<file path="config.mk">
export PLATFORM = sky130hd
export DESIGN_NAME = sd_card_clk_ctl
export DESIGN_NICKNAME = d
export VERILOG_FILES = /design/src/rtl/sdclk_pkg.sv /design/src/rtl/sdclk_ctl_reg.sv /design/src/rtl/sdclk_div_core.sv /design/src/rtl/sdclk_out_gate.sv /design/src/rtl/sd_card_clk_ctl.sv
export SDC_FILE = /design/constraint.sdc
export NUM_CORES = 1
export LEC_CHECK = 0
export BUFFER_PORTS_ARGS = -buffer_cell sky130_fd_sc_hd__buf_2
export CAP_MARGIN = 20
export CORE_MARGIN = 2
export CORE_UTILIZATION = 55
export CTS_BUF_LIST = sky130_fd_sc_hd__clkbuf_4 sky130_fd_sc_hd__clkbuf_8
export DETAILED_ROUTE_END_ITERATION = 8
export PLACE_DENSITY_LB_ADDON = 0.12
export SLEW_MARGIN = 40
export SYNTH_ARGS = -nofsm -noshare
export SYNTH_HDL_FRONTEND = slang
export SYNTH_SLANG_ARGS = --single-unit
</file>
<file path="constraint.sdc">
create_clock -name clk -period 3.5 [get_ports clk]
set_clock_uncertainty 0.2 [all_clocks]
set_input_delay 0.7 -clock clk [delete_from_list [all_inputs] [get_ports clk]]
set_output_delay 0.7 -clock clk [all_outputs]
set_load 0.05 [all_outputs]
</file>
<file path="src/rtl/sdclk_pkg.sv">
package sdclk_pkg;
  // width of the divide code field at the bottom of the control word
  localparam int CODE_W  = 8;
  // shift amount covers 0 (code zero) up to CODE_W (top bit set)
  localparam int SHIFT_W = $clog2(CODE_W + 2);

  typedef struct packed {
    logic               run;    // divided clock enabled
    logic               byp;    // full-rate pass-through requested
    logic [SHIFT_W-1:0] shift;  // half period = 2**shift host cycles
  } clk_cfg_t;
endpackage

</file>
<file path="src/rtl/sdclk_ctl_reg.sv">
module sdclk_ctl_reg
  import sdclk_pkg::*;
#(
  parameter int REG_W   = 16,
  parameter int EN_BIT  = 8,
  parameter int BYP_BIT = 15
) (
  input  logic             clk,
  input  logic             rst_n,
  input  logic             wr_en,
  input  logic [REG_W-1:0] wr_data,
  input  logic             mode_div,
  output logic [REG_W-1:0] rd_data,
  output clk_cfg_t         cfg
);
  logic [REG_W-1:0]  ctl_q;
  logic [CODE_W-1:0] code;

  always_ff @(posedge clk or negedge rst_n) begin
    if (!rst_n)     ctl_q <= '0;
    else if (wr_en) ctl_q <= wr_data;
  end

  assign rd_data = ctl_q;
  assign code    = ctl_q[CODE_W-1:0];

  // priority decode: the highest set code bit picks the ratio
  always_comb begin
    cfg.shift = '0;
    for (int i = 0; i < CODE_W; i++) begin
      if (code[i]) cfg.shift = SHIFT_W'(i + 1);
    end
    cfg.byp = ctl_q[EN_BIT] & ctl_q[BYP_BIT] & ~mode_div;
    cfg.run = ctl_q[EN_BIT] & ~cfg.byp;
  end
endmodule

</file>
<file path="src/rtl/sdclk_div_core.sv">
module sdclk_div_core
  import sdclk_pkg::*;
(
  input  logic     clk,
  input  logic     rst_n,
  input  clk_cfg_t cfg_in,
  output logic     div_clk,
  output logic     byp_act
);
  localparam int CNT_W = CODE_W;

  clk_cfg_t         act_q;
  logic [CNT_W-1:0] cnt_q;
  logic             div_q;
  logic [CNT_W:0]   half_full;
  logic [CNT_W-1:0] half_m1;

  assign half_full = (CNT_W + 1)'(1) << act_q.shift;
  assign half_m1   = CNT_W'(half_full - 1'b1);

  // the active setting is only replaced while idle or at the end of a low phase
  always_ff @(posedge clk or negedge rst_n) begin
    if (!rst_n) begin
      act_q <= '0;
      cnt_q <= '0;
      div_q <= 1'b0;
    end else if (!act_q.run) begin
      act_q <= cfg_in;
      cnt_q <= '0;
      div_q <= 1'b0;
    end else if (cnt_q == half_m1) begin
      cnt_q <= '0;
      if (div_q) begin
        div_q <= 1'b0;
      end else begin
        act_q <= cfg_in;
        div_q <= cfg_in.run;
      end
    end else begin
      cnt_q <= cnt_q + 1'b1;
    end
  end

  assign div_clk = div_q;
  assign byp_act = act_q.byp;
endmodule

</file>
<file path="src/rtl/sdclk_out_gate.sv">
module sdclk_out_gate (
  input  logic clk,
  input  logic rst_n,
  input  logic byp_req,
  input  logic div_clk,
  output logic card_clk
);
  logic gate_q;

  // gate flips on the falling edge so the pass-through never cuts a high phase
  always_ff @(negedge clk or negedge rst_n) begin
    if (!rst_n) gate_q <= 1'b0;
    else        gate_q <= byp_req;
  end

  assign card_clk = div_clk | (clk & gate_q);
endmodule

</file>
<file path="src/rtl/sd_card_clk_ctl.sv">
module sd_card_clk_ctl
  import sdclk_pkg::*;
#(
  parameter int REG_W   = 16,
  parameter int EN_BIT  = 8,
  parameter int BYP_BIT = 15
) (
  input  logic             clk,
  input  logic             rst_n,
  input  logic             wr_en,
  input  logic [REG_W-1:0] wr_data,
  input  logic             mode_div,
  output logic [REG_W-1:0] rd_data,
  output logic             card_clk
);
  clk_cfg_t cfg;
  logic     div_clk;
  logic     byp_act;

  sdclk_ctl_reg #(.REG_W(REG_W), .EN_BIT(EN_BIT), .BYP_BIT(BYP_BIT)) u_reg (
    .clk(clk), .rst_n(rst_n), .wr_en(wr_en), .wr_data(wr_data),
    .mode_div(mode_div), .rd_data(rd_data), .cfg(cfg)
  );

  sdclk_div_core u_div (
    .clk(clk), .rst_n(rst_n), .cfg_in(cfg),
    .div_clk(div_clk), .byp_act(byp_act)
  );

  sdclk_out_gate u_gate (
    .clk(clk), .rst_n(rst_n), .byp_req(byp_act),
    .div_clk(div_clk), .card_clk(card_clk)
  );
endmodule

</file>
==> metrics.md <==
| Metric | Value |
|---|---|
| Placed cell count | `201` |
| CP Buf/Inv Count | `1` |
| Vias per Instance | `5.363` |
| Flip-flop and latch count after synthesis | `32` |
| Capture point of the worst reg-to-reg path | `u_div.byp_act` |
| Placed cell areas | `1743 sq um` |
| Distinct cell type count after synthesis | `35` |
| Count of pins on the block boundary | `37` |
| Number of cells produced by synthesis | `137` |
| Final #Nets | `202` |
| Clock transition at path regs | `0.09 ns` |
| Routed WL | `2808 um` |
| Post-synthesis average cell area | `11.24 sq um` |
| Share of Yosys cell area claimed by the top area cell type | `50.37%` |
| GRT Overall Usage | `21.86%` |
| R2r startpoint | `u_div.act_q[3]` |
| Growth of design area from synthesis to finish | `18.93%` |
| Net count after synthesis | `159` |
| Fraction of power consumed by combinational cells | `34.4%` |
| Pin count of the biggest net entering global routing | `32` |
| Global-route wire length before repair | `5037 um` |
| Placer Congestion | `0.7289` |
| Dominant register cell in the synthesized netlist | `dfrtp_1` |
| 1st-pass router iterations | `4` |
| Result of the run | `finished, violations left` |
| Clock Power Share | `22.9%` |
| Cell Count, Final, Fillers Out | `212` |
| Worst min-delay path category | `primary input to async pin` |
| IO buf count | `36` |
| Total of fill cells in the finished design | `224` |
| Critical path's slowest cell | `dfrtn_1` |
| DRC viols | `0` |
| Number of rows in the core area | `19` |
| Tightest slew margin relative to the limit | `61.24%` |
| Sort of element at the start of the critical path | `register` |
| Placed wire-length estimate after detailed placement | `1993 um` |
| Reg2Reg Setup Slack | `0.59 ns` |
| Crit path largest cell delay | `0.39 ns` |
| Final Slew Violations | `0` |
| PnR worst setup slack | `-0.2441 ns` |
| Remaining global-route overflow | `0` |
| Seq pwr share | `42.6%` |
| Largest cells by area after synthesis | `dfrtp_1, mux2_2, mux2_4` |
| Final antenna-violating net count | `0` |
| Total number of vias | `1137` |
| Die Span Y | `56.92 um` |
| Transition time at the pin with the least slew margin | `0.5775 ns` |
| Die Wd | `56.92 um` |
| Commonest cells in the netlist | `dfrtp_1, nor2_1, mux2_2, nand2_1, a21oi_1` |
| Setup-failing EPs final | `1` |
| Pwr Density | `776.0 nW/um^2` |
| Via count of the first global-routing pass | `1145` |
| Peak supply drop | `0.5720 mV` |
| Clock latency at the later pin of the worst-skew pair | `0.44 ns` |
| Setup WS pre-CTS | `0.1418 ns` |
| Fraction of final layout cells sized beyond drive strength 1 | `38.12%` |
| Critical path, cell by cell | `a21o_1 -> buf_6` |
| Net switching fraction of the power | `38.96%` |
| Hold buffers post-CTS | `0` |
| Critical path start-end classification | `register to output pin` |
| Number of enable-type register cells in the synthesized netlist | `0` |
| Data required time at the worst endpoint | `2.60 ns` |
| Violated checks | `negative setup slack` |
| Post-route cell area | `1832 sq um` |
| Final-layout setup total negative slack | `-0.2441 ns` |
| ANT cells | `0` |
| Hold Fails Final Rpt | `0` |
| Wirelength per Cell | `13.25 um` |
| Arrival @ worst endpoint | `2.84 ns` |
| Combined area of all synthesized cells | `1540 sq um` |
| Static leakage power | `0.8824 nW` |
| Cell internal pwr | `0.0008677 W` |
| Number of antenna violations at the first check in global routing | `0` |
| Floorplan Core Area | `2710 sq um` |
| Ys Warns | `0` |
| Path depth of the worst reg2reg path | `8` |
| Effective utilization at floorplan | `56.83%` |
| Sw power | `0.0005537 W` |
| DRT iter0 DRCs | `33` |
| Most common cell in the synthesized netlist | `dfrtp_1` |
| Largest delay contributor family on the critical path | `flip-flops` |
| Endpoint class of the critical path | `output pin` |
| Unrepaired setup endpoints after global routing | `true` |
| Proportion of synthesized flip-flops having asynchronous set or reset | `100.0%` |
| Overall die area | `3240 sq um` |
| Top fanout value on the critical path | `1` |
| Max cap viols | `0` |
| Sequential element share of the synthesized area | `51.99%` |
| Leading area contributor after synthesis | `dfrtp_1` |
| TritonCTS clock tree | `built` |
-- layout by cell type, fill, tap and decap left out, types with 2 or more instances in the layout --
| cell type | count |
|---|---|
| a21o_1 | 2 |
| mux2_2 | 13 |
| ha_1 | 2 |
| nand3_1 | 2 |
| inv_1 | 5 |
| o21a_1 | 2 |
| xor2_1 | 5 |
| o21ai_0 | 7 |
| mux2_4 | 5 |
| a21oi_1 | 8 |
| dfrtp_1 | 31 |
| o21ai_1 | 2 |
| nand2_1 | 9 |
| clkbuf_4 | 11 |
| nor2_1 | 18 |
| buf_2 | 35 |
| xnor2_1 | 5 |
-- how the worst max path moves through the flow --
stage / cells after the start / from / slack (ns) / end
final: 2 / u_gate.gate_q / -0.24 / card_clk
after global routing: 2 / u_gate.gate_q / -0.28 / card_clk
after CTS: 2 / u_gate.gate_q / -0.26 / card_clk
after detailed placement: 2 / u_gate.gate_q / 0.14 / card_clk
after global placement: 2 / u_gate.gate_q / 0.15 / card_clk
after floorplan: 1 / u_gate.gate_q / 0.11 / card_clk
-- cell type report --
class / instances / area (sq um) / area share, %
Sequential cell: 32 / 800.8 / 43.72
Multi-Input combinational cell: 96 / 696.9 / 38.05
Timing Repair Buffer: 36 / 182.7 / 9.973
Clock buffer: 12 / 93.84 / 5.123
Tap cell: 31 / 38.79 / 2.117
Inverter: 5 / 18.77 / 1.025
-- power by group through the flow --
stage	clock (W)	combinational [W]	sequential (W)
finish	0.000326	0.000489	0.000606
global route	0.000358	0.000546	0.000628
CTS	0.000339	0.000494	0.000606
detailed placement	0.0000453	0.000491	0.000613
global placement	0.0000453	0.000474	0.000608
floorplan	0.0000387	0.000381	0.000624
-- flip-flops by register name, indices dropped and copies added, names as in the netlist --
name / count
u_reg.rd_data: 16
u_div.byp_act: 1
u_div.cnt_q: 8
u_gate.gate_q: 1
u_div.act_q: 5
u_div.div_clk: 1
-- routing by layer --
| layer | up-vias | GRT usage (%) | wire length, um |
|---|---|---|---|
| li1 | 561 | - | - |
| met1 | 537 | 25.76 | 1252 |
| met2 | 33 | 29.72 | 1281 |
| met3 | 6 | 12.67 | 197 |
| met4 | 0 | 15.28 | 76 |
| met5 | - | 0 | 0 |
-- kinds of logic after synthesis --
| group | count (synthesis) | synth area share (%) |
|---|---|---|
| muxes | 18 | 14.38 |
| AOI/OAI and AO/OA | 27 | 11.13 |
| buffers and inverters | 9 | 2.762 |
| xor gates and xnor gates | 10 | 5.686 |
| and+or+nand+nor | 39 | 12.43 |
| adders and majority gates | 2 | 1.624 |
| DFF | 32 | 51.99 |
-- timing repair --
item                                    in CTS  in global routing
gates resized for setup                      2                  0
endpoints found under the setup margin       1                  1
hold endpoints to repair                     0                  0
pin swaps                                    0                  0
setup buffers                                0                  0
-- per-stage QoR --
stage	total power (W)	hold slack, ns	utilization (%)
floorplan	0.001043	0.2044	-
global placement	0.001127	0.2840	64.31
detailed placement	0.001150	0.2922	64.31
CTS	0.001440	0.08774	67.59
global route	0.001532	0.1098	67.59
finish	0.001421	0.07901	67.59
Power figures use the tool's default switching activity.
